--- config.mk ---
export PLATFORM = sky130hd
export DESIGN_NAME = dual_timer
export DESIGN_NICKNAME = d
export VERILOG_FILES = /design/src/rtl/dualtmr_pkg.sv /design/src/rtl/dt_prescaler.sv /design/src/rtl/dt_id_rom.sv /design/src/rtl/dt_channel.sv /design/src/rtl/dual_timer.sv
export SDC_FILE = /design/constraint.sdc
export NUM_CORES = 1
export LEC_CHECK = 0
export BUFFER_PORTS_ARGS = -buffer_cell sky130_fd_sc_hd__buf_2
export CAP_MARGIN = 20
export CORE_MARGIN = 2
export CORE_UTILIZATION = 41
export CTS_BUF_LIST = sky130_fd_sc_hd__clkbuf_8
export CTS_CLUSTER_SIZE = 30
export DETAILED_ROUTE_END_ITERATION = 10
export PLACE_DENSITY = 0.64
export SLEW_MARGIN = 20
export SYNTH_ARGS = -nofsm -noshare
export SYNTH_HDL_FRONTEND = slang
export SYNTH_HIERARCHICAL = 1
export SYNTH_SLANG_ARGS = --single-unit
export TNS_END_PERCENT = 100
--- constraint.sdc ---
create_clock -name clk -period 2.6 [get_ports clk]
set_clock_uncertainty 0.15 [all_clocks]
set_input_delay 0 -clock clk [delete_from_list [all_inputs] [get_ports clk]]
set_output_delay 0 -clock clk [all_outputs]
set_load 0.01 [all_outputs]
--- src/rtl/dualtmr_pkg.sv ---
package dualtmr_pkg;

  localparam int CTL_W = 7;

  typedef struct packed {
    logic [1:0] prescale;
    logic       periodic;
    logic       oneshot;
    logic       wide;
    logic       irq_en;
    logic       run;
  } tctl_t;

  localparam tctl_t CTL_RESET = '{prescale: 2'b00, periodic: 1'b0, oneshot: 1'b0,
                                  wide: 1'b0, irq_en: 1'b1, run: 1'b0};

  typedef enum logic [2:0] {
    RG_LOAD   = 3'd0,
    RG_COUNT  = 3'd1,
    RG_CTRL   = 3'd2,
    RG_CLEAR  = 3'd3,
    RG_RAW    = 3'd4,
    RG_MASKED = 3'd5,
    RG_BGLOAD = 3'd6,
    RG_NONE   = 3'd7
  } treg_e;

endpackage

--- src/rtl/dt_prescaler.sv ---
module dt_prescaler #(
  parameter int PRE_W = 8,
  parameter int LO_W  = 4
) (
  input  logic       clk,
  input  logic       rst,
  input  logic       clr,
  input  logic       en,
  input  logic       tick,
  input  logic [1:0] sel,
  output logic       step
);
  localparam logic [PRE_W-1:0] LO_MASK = {{(PRE_W-LO_W){1'b0}}, {LO_W{1'b1}}};
  localparam logic [PRE_W-1:0] HI_MASK = {PRE_W{1'b1}};

  logic [PRE_W-1:0] pre_q;
  logic [PRE_W-1:0] mask;

  always_comb begin
    unique case (sel)
      2'd1:    mask = LO_MASK;
      2'd2:    mask = HI_MASK;
      default: mask = '0;
    endcase
  end

  assign step = en && tick && ((pre_q & mask) == mask);

  always_ff @(posedge clk) begin
    if (rst || clr)       pre_q <= '0;
    else if (en && tick)  pre_q <= pre_q + 1'b1;
  end

endmodule

--- src/rtl/dt_id_rom.sv ---
module dt_id_rom (
  input  logic [2:0] idx,
  output logic [7:0] id_byte
);
  always_comb begin
    unique case (idx)
      3'd0: id_byte = 8'h04;
      3'd1: id_byte = 8'h18;
      3'd2: id_byte = 8'h14;
      3'd3: id_byte = 8'h00;
      3'd4: id_byte = 8'h0D;
      3'd5: id_byte = 8'hF0;
      3'd6: id_byte = 8'h05;
      default: id_byte = 8'hB1;
    endcase
  end
endmodule

--- src/rtl/dt_channel.sv ---
module dt_channel
  import dualtmr_pkg::*;
#(
  parameter int DATA_W   = 32,
  parameter int NARROW_W = 16,
  parameter int PRE_W    = 8,
  parameter int PRE_LO   = 4
) (
  input  logic              clk,
  input  logic              rst,
  input  logic              wr_en,
  input  logic [2:0]        idx,
  input  logic [DATA_W-1:0] wdata,
  input  logic              tick,
  output logic [DATA_W-1:0] rdata,
  output logic              irq
);
  localparam logic [DATA_W-1:0] FULL_MASK   = {DATA_W{1'b1}};
  localparam logic [DATA_W-1:0] NARROW_MASK = {{(DATA_W-NARROW_W){1'b0}}, {NARROW_W{1'b1}}};

  tctl_t             ctl_q;
  logic [DATA_W-1:0] load_q;
  logic [DATA_W-1:0] cnt_q;
  logic              raw_q;

  treg_e             sel;
  logic [DATA_W-1:0] wmask;
  logic [DATA_W-1:0] cnt_eff;
  logic              ctl_wr, load_wr, bg_wr, clr_wr;
  logic              step, expire;

  assign sel     = treg_e'(idx);
  assign ctl_wr  = wr_en && (sel == RG_CTRL);
  assign load_wr = wr_en && (sel == RG_LOAD);
  assign bg_wr   = wr_en && (sel == RG_BGLOAD);
  assign clr_wr  = wr_en && (sel == RG_CLEAR);
  assign wmask   = ctl_q.wide ? FULL_MASK : NARROW_MASK;
  assign cnt_eff = cnt_q & wmask;

  dt_prescaler #(.PRE_W(PRE_W), .LO_W(PRE_LO)) u_pre (
    .clk  (clk),
    .rst  (rst),
    .clr  (ctl_wr),
    .en   (ctl_q.run),
    .tick (tick),
    .sel  (ctl_q.prescale),
    .step (step)
  );

  assign expire = step && (cnt_eff == '0);

  always_ff @(posedge clk) begin
    if (rst) begin
      ctl_q  <= CTL_RESET;
      load_q <= '0;
      cnt_q  <= '0;
      raw_q  <= 1'b0;
    end else begin
      if (ctl_wr)                       ctl_q     <= tctl_t'(wdata[CTL_W-1:0]);
      else if (expire && ctl_q.oneshot) ctl_q.run <= 1'b0;

      if (load_wr || bg_wr) load_q <= wdata;

      if (load_wr) begin
        cnt_q <= wdata;
      end else if (step) begin
        if (cnt_eff == '0) begin
          if (ctl_q.oneshot)       cnt_q <= '0;
          else if (ctl_q.periodic) cnt_q <= load_q;
          else                     cnt_q <= wmask;
        end else begin
          cnt_q <= (cnt_eff - 1'b1) & wmask;
        end
      end

      if (expire)      raw_q <= 1'b1;
      else if (clr_wr) raw_q <= 1'b0;
    end
  end

  assign irq = raw_q && ctl_q.irq_en;

  always_comb begin
    unique case (sel)
      RG_LOAD, RG_BGLOAD: rdata = load_q;
      RG_COUNT:           rdata = cnt_eff;
      RG_CTRL:            rdata = {{(DATA_W-CTL_W){1'b0}}, ctl_q};
      RG_RAW:             rdata = {{(DATA_W-1){1'b0}}, raw_q};
      RG_MASKED:          rdata = {{(DATA_W-1){1'b0}}, irq};
      default:            rdata = '0;
    endcase
  end

  AST_COUNT_DECREMENT: assert property (@(posedge clk) disable iff (rst)
    (step && !wr_en && cnt_eff != '0) |=> (cnt_eff == $past(cnt_eff) - 1'b1));

  AST_STOPPED_HOLDS: assert property (@(posedge clk) disable iff (rst)
    (!ctl_q.run && !wr_en) |=> $stable(cnt_eff));

  AST_RAW_FROM_EXPIRY: assert property (@(posedge clk) disable iff (rst)
    $rose(raw_q) |-> $past(step && cnt_eff == '0));

  AST_ONESHOT_STOPS: assert property (@(posedge clk) disable iff (rst)
    (expire && ctl_q.oneshot && !wr_en) |=> (!ctl_q.run && cnt_eff == '0));

endmodule

--- src/rtl/dual_timer.sv ---
module dual_timer
  import dualtmr_pkg::*;
#(
  parameter int DATA_W = 32,
  parameter int ADDR_W = 12,
  parameter int PRE_W  = 8,
  parameter int PRE_LO = 4
) (
  input  logic              clk,
  input  logic              rst,
  input  logic              rd_en,
  input  logic              wr_en,
  input  logic [ADDR_W-1:0] addr,
  input  logic [DATA_W-1:0] wdata,
  output logic [DATA_W-1:0] rdata,
  input  logic              tick0,
  input  logic              tick1,
  output logic              irq0,
  output logic              irq1,
  output logic              irq_any
);
  localparam int NCH   = 2;
  localparam int IDX_W = 3;
  localparam int BLK_W = ADDR_W - 2 - IDX_W;
  localparam logic [BLK_W-1:0] ID_BLK = {BLK_W{1'b1}};

  logic [BLK_W-1:0]  blk;
  logic [IDX_W-1:0]  idx;
  logic [NCH-1:0]    ch_sel;
  logic [NCH-1:0]    tick_vec;
  logic [NCH-1:0]    irq_vec;
  logic [DATA_W-1:0] ch_rdata [NCH];
  logic [7:0]        id_byte;
  logic [DATA_W-1:0] rd_next;

  assign blk      = addr[ADDR_W-1 -: BLK_W];
  assign idx      = addr[2 +: IDX_W];
  assign tick_vec = {tick1, tick0};

  for (genvar i = 0; i < NCH; i++) begin : g_ch
    assign ch_sel[i] = (blk == BLK_W'(i));
    dt_channel #(
      .DATA_W   (DATA_W),
      .NARROW_W (DATA_W / 2),
      .PRE_W    (PRE_W),
      .PRE_LO   (PRE_LO)
    ) u_ch (
      .clk   (clk),
      .rst   (rst),
      .wr_en (wr_en && ch_sel[i]),
      .idx   (idx),
      .wdata (wdata),
      .tick  (tick_vec[i]),
      .rdata (ch_rdata[i]),
      .irq   (irq_vec[i])
    );
  end

  dt_id_rom u_id (
    .idx     (idx),
    .id_byte (id_byte)
  );

  always_comb begin
    rd_next = '0;
    for (int i = 0; i < NCH; i++) begin
      if (ch_sel[i]) rd_next = ch_rdata[i];
    end
    if (blk == ID_BLK) rd_next = {{(DATA_W-8){1'b0}}, id_byte};
  end

  always_ff @(posedge clk) begin
    if (rst)        rdata <= '0;
    else if (rd_en) rdata <= rd_next;
  end

  assign irq0    = irq_vec[0];
  assign irq1    = irq_vec[1];
  assign irq_any = |irq_vec;

  AST_RDATA_HOLD: assert property (@(posedge clk) disable iff (rst)
    !rd_en |=> $stable(rdata));

  AST_ID_UPPER_ZERO: assert property (@(posedge clk) disable iff (rst)
    (rd_en && blk == ID_BLK) |=> (rdata[DATA_W-1:8] == '0));

endmodule

Yosys cells after proc, flatten, opt, wreduce, memory -nomap -nowiden
Index checks and enable logic that the tools add are counted.
{"block": "op_classes", "div": 0, "mux": 28, "n_lt_le_gt_ge": 0, "n_reduce_logical": 36, "n_shift": 0, "eq_ne": 14, "mul": 0, "add_sub_neg": 4, "bitwise_logic": 6}
{"op": "two-way mux 32 bit", "count": 15}
{"op": "one-hot mux 32 bit (5 select lines)", "count": 2}
{"op": "AND 32 bit", "count": 4}
{"op": "zero test 32 bit", "count": 2}
{"op": "subtractor 32 x 1 -> 32 bit (second input constant)", "count": 2}
{"op": "one-hot mux 8 bit (7 select lines)", "count": 1}
{"op": "one-hot mux 8 bit (2 select lines)", "count": 2}
{"op": "logical AND 1 bit", "count": 20}
{"op": "adder 8 x 1 -> 8 bit (second input constant)", "count": 2}
{"op": "AND 8 bit", "count": 2}
{"op": "== test 8 bit", "count": 2}
{"op": "nonzero test 2 bit", "count": 6}
{"op": "== test 3 bit (second input constant)", "count": 3}
{"op": "two-way mux 1 bit", "count": 8}
{"op": "== test 7 x 1 -> 1 bit (second input constant)", "count": 1}
{"op": "== test 7 bit (second input constant)", "count": 1}
{"op": "zero test 7 bit", "count": 1}
{"op": "== test 3 x 2 -> 1 bit (second input constant)", "count": 2}
{"op": "== test 2 x 1 -> 1 bit (second input constant)", "count": 2}
{"op": "== test 2 bit (second input constant)", "count": 2}
{"op": "logical OR 1 bit", "count": 4}
{"op": "OR reduction 2 bit", "count": 2}
{"op": "== test 3 x 1 -> 1 bit (second input constant)", "count": 1}
{"op": "zero test 3 bit", "count": 1}
{"block": "totals", "ram_bits": 0, "input_bits": 50, "memories": 0, "romBits": 0, "output_inout_bits": 35, "latchBits": 0, "register_bits": 192, "elab_cells": 109}

Longest topological paths before layout
Gate-level depths: netlist (run 1).
{"block": "depth", "depth_word": 9, "depth_mapped": 11, "depth_no_buf": 10}

By module
Netlist (run 1), hierarchy kept.
{"module": "dt_channel (g_ch[1].u_ch)", "area_each_um2": 4964.8, "seq_area_each_um2": 1441.4, "n_inst": 1, "cells_per_inst": 652}
{"module": "dt_channel (g_ch[0].u_ch)", "area_each_um2": 4619.4, "seq_area_each_um2": 1441.4, "n_inst": 1, "cells_per_inst": 629}
{"module": "dual_timer", "area_each_um2": 1740.4, "seq_area_each_um2": 640.6, "n_inst": 1, "cells_per_inst": 183}
{"module": "dt_prescaler", "area_each_um2": 405.4, "seq_area_each_um2": 160.2, "n_inst": 2, "cells_per_inst": 47}
{"module": "dt_id_rom", "area_each_um2": 70.1, "seq_area_each_um2": 0.0, "n_inst": 1, "cells_per_inst": 11}

Least setup slack after synthesis (run 1)
No wires, ideal clock.
{"block": "synth_path", "path_kind": "input port to flip-flop", "from": "input port addr[9]", "to": "register g_ch[0].u_ch.cnt_q[10]", "path_stages": 10, "path_slack_ns": 0.010, "arrival_ns": 2.324, "t_required_ns": 2.334, "path_cell_list": "nor4_4 -> buf_2 -> nand3_1 -> nor2_1 -> or4b_2 -> clkbuf_1 -> and3_1 -> a21oi_1 -> o22ai_1 -> a31o_2"}
{"block": "synth_between", "elab_chain_cells": 4, "elab_cells_between_ends": 5, "classes_between": "mux: 1; reduce/logical: 4"}
{"element": "from (decl)", "line_no": "dual_timer.sv:13", "rtl": "input logic [ADDR_W-1:0] addr,"}
{"element": "zero test 7 bit (*)", "line_no": "dual_timer.sv:41", "rtl": "assign ch_sel[i] = (blk == BLK_W'(i));"}
{"element": "logical AND 1 bit (*)", "line_no": "dual_timer.sv:50", "rtl": ".wr_en (wr_en && ch_sel[i]),"}
{"element": "logical AND 1 bit (*)", "line_no": "dt_channel.sv:34", "rtl": "assign load_wr = wr_en && (sel == RG_LOAD);"}
{"element": "two-way mux 32 bit or nonzero test 2 bit (tied branches)"}
{"element": "to (signal assigned)", "line_no": "dt_channel.sv:65", "rtl": "cnt_q <= wdata;"}
{"element": "to (signal assigned)", "line_no": "dt_channel.sv:69", "rtl": "else if (ctl_q.periodic) cnt_q <= load_q;"}
{"element": "to (signal assigned)", "line_no": "dt_channel.sv:70", "rtl": "else cnt_q <= wmask;"}
{"element": "to (decl)", "line_no": "dt_channel.sv:23", "rtl": "logic [DATA_W-1:0] cnt_q;"}
Mark *: on every way between the ends. The rest lies on a longest branch, timed or not.
A chain may end at the register's enable or synchronous reset.

Final worst setup path (run 1)
{"block": "layout_path", "from": "input port addr[9]", "to": "register g_ch[1].u_ch.cnt_q[31]"}
{"block": "layout_between", "elab_chain_cells": 4, "elab_cells_between_ends": 5, "classes_between": "eq/ne: 1; mux: 1; reduce/logical: 3"}
{"element": "== test 7 x 1 -> 1 bit (*)", "line_no": "dual_timer.sv:41"}
{"element": "logical AND 1 bit (*)", "line_no": "dual_timer.sv:50"}
{"element": "logical AND 1 bit (*)", "line_no": "dt_channel.sv:34"}
{"element": "two-way mux 32 bit or nonzero test 2 bit (tied branches)"}
{"element": "to (signal assigned)", "line_no": "dt_channel.sv:65"}
{"element": "to (signal assigned)", "line_no": "dt_channel.sv:69"}
{"element": "to (signal assigned)", "line_no": "dt_channel.sv:70"}
{"element": "to (decl)", "line_no": "dt_channel.sv:23"}
Marks and branches as above.

==> results of run 1 <==
==> through the flow <==
stage	instances	total power [W]	setup WS, ns
2_1_floorplan	1569	0.00336	0.00952
6_report	2116	0.00570	0.0706
5_1_grt	2116	0.00588	0.00203
4_1_cts	2112	0.00572	0.0124
3_5_place_dp	2024	0.00361	-0.000666
3_3_place_gp	2024	0.00361	0.000131
==> state kept, by name, indices dropped and copies added, names as in the netlist <==
register,count
g_ch.u_ch/ctl_q,14
g_ch.u_ch/load_q,64
rdata,32
g_ch.u_ch/raw_q,2
g_ch.u_ch/u_pre/pre_q,16
g_ch.u_ch/cnt_q,64
==> cells in the mapped netlist, types with 6 or more instances <==
library cell	instances
o31ai_1	9
a221o_1	8
or2_2	8
and2_1	8
xnor2_1	30
o21ai_1	6
xor2_1	18
o211ai_1	7
nand2_1	272
a22oi_1	16
a22o_1	51
o22ai_1	13
nand4_1	38
or3_1	40
nand3_1	19
buf_6	10
inv_1	39
ha_1	8
o2bb2ai_1	8
and3_1	27
mux2i_1	32
a221oi_2	6
nor2_1	57
a21oi_1	157
mux2_1	24
a31oi_1	8
dfxtp_1	192
or4_1	12
buf_2	18
a221oi_1	16
o21ai_0	69
nor3_1	46
clkbuf_1	98
nand2b_1	30
nor4_1	18
a211oi_1	16
==> path summary, 6_finish.rpt <==
| kind | cells past startpoint | to | from |
|---|---|---|---|
| setup / recovery | 12 | g_ch[1].u_ch/cnt_q[31] | addr[9] |
| hold / removal | 5 | g_ch[0].u_ch/raw_q | addr[4] |
| setup reg to reg | 7 | g_ch[0].u_ch/cnt_q[12] | g_ch[0].u_ch/cnt_q[19] |
| hold reg to reg | 2 | g_ch[0].u_ch/load_q[11] | g_ch[0].u_ch/load_q[11] |
==> layout by cell type, fill, tap and decap left out, types with 24 or more instances in the layout <==
cell / count
nand4_1: 38
buf_4: 109
buf_2: 81
nand2_1: 271
dfxtp_1: 189
inv_1: 39
mux2i_1: 32
dlygate4sd3_1: 56
a21oi_1: 157
nand2b_1: 30
nor2_1: 56
mux2_1: 24
and3_1: 27
o21ai_0: 69
nor3_1: 43
a22o_1: 51
xnor2_1: 30
or3_1: 40
==> final cells by class <==
type	instances	area [um2]	area share
tap	390	488	0.0334
clock inverter	14	158	0.0108
sequential	192	3850	0.264
inverter	40	150	0.0103
clock buffer	18	248	0.0170
timing repair buffer	259	2010	0.138
multi-input combinational	1203	7690	0.527
==> cell families (layout without fill, tap and decap cells) <==
kind of cell / after synthesis / count (layout) / share of synthesized area
and+or+nand+nor: 627 / 627 / 0.269
DFF: 192 / 192 / 0.315
xor gates and xnor gates: 48 / 48 / 0.0344
other: 1 / 1 / 0.000307
adders and majority gates: 8 / 8 / 0.00820
muxes: 60 / 60 / 0.0521
buffers and inverters: 174 / 331 / 0.0632
AOI/OAI and AO/OA: 459 / 459 / 0.258
==> worst max-delay path, cell delays in order <==
cell and delay [ns]:
dlygate4sd3_1 0.56, buf_2 0.16, nor4_4 0.30, nand3_1 0.13, nor2_1 0.15, buf_4 0.15
nor4b_4 0.23, buf_6 0.23, nor3_1 0.06, or3_1 0.33, or3_1 0.34, o22ai_2 0.13
==> power breakdown <==
group / internal [W] / leakage [nW] / switching [W]
registers: 0.00294 / 1.55 / 0.00000708
clock network: 0.000894 / 0.190 / 0.00118
logic: 0.000258 / 3.99 / 0.000419
total: 0.00410 / 5.72 / 0.00161
==> metal layers <==
metal  wire [um]  part of all wire  vias to the layer above
met5           0                 0                        -
met4        1440             0.034                        0
met3        3160             0.074                       95
met2       19700              0.46                      563
met1       18500              0.43                     6163
li1            -                 -                     5997
==> what timing repair did <==
action | in CTS | in global routing
pin swaps | 0 | 1
hold endpoints to repair | 190 | 0
resized for setup | 1 | 16
hold buffers | 56 | 0
gates cloned | 0 | 0
endpoints found under the setup margin | 1 | 28
buffers inserted | 0 | 4
==> out/qor.csv, run 1 <==
stage;metric;value;unit
die;Core Box Area;29500;um2
finish;Syn-to-layout area delta;19.6;%
synth;area leader, netlist;dfxtp_1;
finish;Nets;1771;
synth;flops & latches, synth;192;
clock_tree;Max Root-Sink Buffers;2;
timing;Rel. slew slack;0.254;
critical_path;CP endpoint kind;flip-flop;
clock_tree;clock-pin slew on the worst setup and hold paths;0.10;ns
timing;Slew @ Worst Pin;1.12;ns
finish;diode count;0;
pwr;Worst VDD drop;0.000289;V
timing;RSZ-0062 raised after global routing;false;
synth;mapped cell area;12200;um2
placed_design;gp weighted congestion;0.919;
critical_path;Worst Path Max Fanout;16;
finish;Final Util;0.495;
timing;hold slack;0.0104;ns
detailed_routing;Initial DRT Pass Iterations;7;
outcome;status;finished, final reports clean;
synth;dominant cells by area after synthesis;dfxtp_1 31%, nand2_1 8.4%, a21oi_1 6.4%;
clock_tree;CTS root buf;clkbuf_8;
grt;Top Usage Layer GRT;met2;
critical_path;critical path type;input port to flip-flop;
job;max_cap viols;0;
synth;EDFF count, synth;0;
timing;crit path time final;2.53;ns
grt;GRT Total Usage;0.272;
placed_design;dpl cell area;13500;um2
critical_path;reg2reg setup slack;0.08;ns
clock_tree;H-Tree Level Count;4;
die;initial core utilization;0.414;
detailed_routing;remaining antenna violation count after routing;0;
detailed_routing;initial drt markers;1276;
clock_tree;CTS sink count;192;
worst_hold_path;worst min-delay path category;input port to flip-flop;
finish;fill cell count;2932;
synth;Synth Instances;1569;
die;Die Span Y;177;um
grt;largest net degree at the start of global routing;52;
detailed_routing;DR WL/cell;20.2;um
clock_tree;CTS tree;yes;
synth;top cell type's share of synthesized area;0.315;
die;# IOs;85;
die;die area;31200;um2
synth;top_reg_cell synth;dfxtp_1;
critical_path;Worst EP arrival;2.78;ns
synth;Yosys warning total;6;
grt;initial antenna violation count;0;
critical_path;WP data required;2.85;ns
timing;Fin. Hold Viols;0;
synth;count of different cell masters after synthesis;92;
clock_tree;total CTS buffers;17;
die;num rows;63;
pwr;Leak;5.72;nW
synth;Async SR Flop Fraction;0;
timing;Max Freq;395;MHz
placed_design;DP HPWL;29.9;mm
synth;post-synthesis sequential area ratio;0.315;
die;Die Wd;177;um
grt;vias in the first global route;12000;
critical_path;crit path launch type;input port;
grt;met3 usage;0.0375;
detailed_routing;Via Count;12800;
timing;final worst-path cycle share;0.973;
grt;first-pass GRT wire length;67.3;mm
finish;Final Cell Area;14600;um2
detailed_routing;Total Routed Length;42.8;mm
pwr;pwr dens;391;nW/um2
timing;final max-slew violation count;0;
timing;final setup fails;0;
synth;Synth Area per Inst;7.78;um2
clock_tree;Worst-Skew Late Latency;0.49;ns
grt;met1 usage;0.376;
timing;setup_tns;0;ns
grt;grt ovf;0;
grt;grt met2 use;0.429;
finish;share of cells above drive strength 1;0.183;
synth;syn nets;1627;
detailed_routing;DR vias/cell;6.06;
detailed_routing;DRC Markers;0;
placed_design;I/O Buffers;82;
(Power assumes the default switching activity.)
==> run 2, diff against run 1 <==
PLACE_DENSITY = not set   (was 0.64)
PLACE_DENSITY_LB_ADDON = 0.1   (was not set)
==> run 2 against run 1 <==
  * Wire length is 3.4% higher
  * Cell count is 0.47% higher
  * Critical path depth fell by 5
  * Critical endpoint is now g_ch[0].u_ch/ctl_q[0]
==> out/qor.csv, run 2 (synthesis results as in run 1) <==
stage;metric;value;unit;change
outcome;status;finished, final reports clean;;
die;num rows;63;;unchanged
die;Die Wd;177;um;unchanged
critical_path;most used cell, CP;or3_1;;
critical_path;crit path launch type;flip-flop;;
grt;first-pass GRT wire length;69.0;mm;+2.5%
grt;GRT Total Usage;0.284;;+0.0119
critical_path;Cell Chain, Critical Path;or3_1 -> or3_4 -> o21a_4 -> or3_1 -> buf_4 -> o311ai_2 -> a21oi_1;;
die;# IOs;85;;unchanged
timing;Max Freq;401;MHz;+1.3%
grt;grt met2 use;0.431;;+0.00195
grt;vias in the first global route;11800;;-2.1%
clock_tree;CTS tree;yes;;
worst_hold_path;worst min-delay path category;input port to flip-flop;;
timing;RSZ-0062 raised after global routing;false;;
timing;final worst slack;0.104;ns;+0.0332 ns
pwr;Final Power;0.00553;W;-3.1%
critical_path;reg2reg setup slack;0.10;ns;+0.02 ns
clock_tree;CTS root buf;clkbuf_8;;
grt;Top Usage Layer GRT;met2;;
placed_design;DP HPWL;31.6;mm;+5.9%
detailed_routing;initial drt markers;1240;;-2.8%
timing;Slew @ Worst Pin;0.710;ns;-0.409 ns
critical_path;critical path's largest stage delay;0.39;ns;-0.17 ns
critical_path;CP endpoint kind;flip-flop;;
clock_tree;Worst-Skew Late Latency;0.50;ns;about the same
die;Die Span Y;177;um;unchanged
critical_path;Worst EP arrival;2.71;ns;-0.07 ns
grt;initial antenna violation count;2;;+2
finish;Nets;1780;;+0.51%
die;die area;31200;um2;unchanged
detailed_routing;remaining antenna violation count after routing;0;;unchanged
grt;grt ovf;0;;unchanged
clock_tree;clock-pin slew on the worst setup and hold paths;0.10;ns;about the same
detailed_routing;Initial DRT Pass Iterations;5;;-2
pwr;Leak;5.73;nW;+0.18%
placed_design;dpl cell area;13600;um2;+0.85%
timing;setup_tns;0;ns;unchanged
grt;largest net degree at the start of global routing;69;;+33%
clock_tree;H-Tree Level Count;4;;unchanged
placed_design;gp weighted congestion;0.904;;-1.7%
placed_design;pre-CTS setup slack;0.0754;ns;+0.0761 ns
finish;commonest non-fill, non-tap cells in the layout;272 x nand2_1, 192 x dfxtp_1, 156 x a21oi_1;;
timing;final worst-path cycle share;0.960;;-0.0128
detailed_routing;DR vias/cell;5.94;;-1.9%
finish;share of cells above drive strength 1;0.188;;+0.00550
critical_path;WP buf/inv;1;;-3
critical_path;WP data required;2.81;ns;-0.04 ns
critical_path;cell family with most CP delay;simple AND/OR/NAND/NOR gates;;
critical_path;critical path type;flip-flop to flip-flop;;
timing;Fin. Hold Viols;0;;unchanged
detailed_routing;DR WL/cell;20.8;um;+3.0%
clock_tree;Max Root-Sink Buffers;2;;unchanged
grt;met1 usage;0.410;;+0.0344
job;max_cap viols;0;;unchanged
pwr;Worst VDD drop;0.000296;V;+2.3%
finish;top flop regs;g_ch.u_ch/cnt_q (64), g_ch.u_ch/load_q (64), rdata (32);;
grt;met3 usage;0.0480;;+0.0106
placed_design;I/O Buffers;82;;unchanged
placed_design;dpl cells;2041;;+0.84%
detailed_routing;Total Routed Length;44.3;mm;+3.4%
finish;Final Cell Area;14600;um2;-0.20%
timing;Rel. slew slack;0.525;;+0.271
die;initial core utilization;0.414;;unchanged
clock_tree;total CTS buffers;17;;unchanged
clock_tree;postcts setup bufs;0;;unchanged
critical_path;Worst Path Max Fanout;10;;-6
timing;crit path time final;2.50;ns;-0.0332 ns
timing;final setup fails;0;;unchanged
finish;most common cell after layout, fill and taps aside;nand2_1;;
critical_path;slowest cell on the critical path;or3_4;;
detailed_routing;Via Count;12600;;-1.4%
clock_tree;CTS sink count;192;;unchanged
finish;post-route insts no fill;2126;;+0.47%
finish;Syn-to-layout area delta;19.3;%;
die;Core Box Area;29500;um2;unchanged
pwr;pwr dens;380;nW/um2;-2.9%
timing;final max-slew violation count;0;;unchanged
detailed_routing;DRC Markers;0;;unchanged
run 2: worst paths after layout:
kind	start	to	cells past startpoint
worst min-delay path	addr[2]	g_ch[0].u_ch/raw_q	5
worst max register to register	g_ch[0].u_ch/cnt_q[19]	g_ch[0].u_ch/ctl_q[0]	7
worst min register to register	g_ch[0].u_ch/load_q[14]	g_ch[0].u_ch/load_q[14]	2
worst max-delay path	g_ch[0].u_ch/cnt_q[19]	g_ch[0].u_ch/ctl_q[0]	7
run 2: final cells by class:
cell class / count / area (um2)
diodes: 2 / 5.00
clock buffers: 19 / 262
clock inverters: 12 / 88.8
fillers: 3000 / 14900
inverters: 40 / 150
multi-input cells: 1203 / 7680
flip-flops and latches: 192 / 3840
well taps: 390 / 488
repair buffers: 268 / 2050
run 2: timing repair:
action | CTS | global route
resized for setup | 0 | 15
hold buffers | 52 | 0
endpoints found under the setup margin | 0 | 15
hold endpoints to repair | 192 | 0
run 2: layer usage:
metal | share of wire | vias to the layer above
met2 | 0.45 | 438
met1 | 0.47 | 6125
met3 | 0.063 | 51
met5 | 0 | -
li1 | - | 6022
met4 | 0.021 | 0
run 2: report_power, final:
group	internal (W)	switching, W
clock	0.000712	0.00119
combinational	0.000249	0.000422
sequential	0.00294	0.00000787
total	0.00390	0.00162
run 2: stage by stage:
stage               hold slack, ns   util
floorplan                  -0.0415      -
global placement             0.159  0.462
detailed placement           0.165  0.463
CTS                       0.000946  0.492
global route                0.0609  0.494
finish                      0.0446  0.494
run 2: worst min-delay path, cell delays in order:
cell	delay, ns
buf_2	0.20
inv_1	0.11
buf_4	0.13
o21ai_0	0.08
a21oi_1	0.13
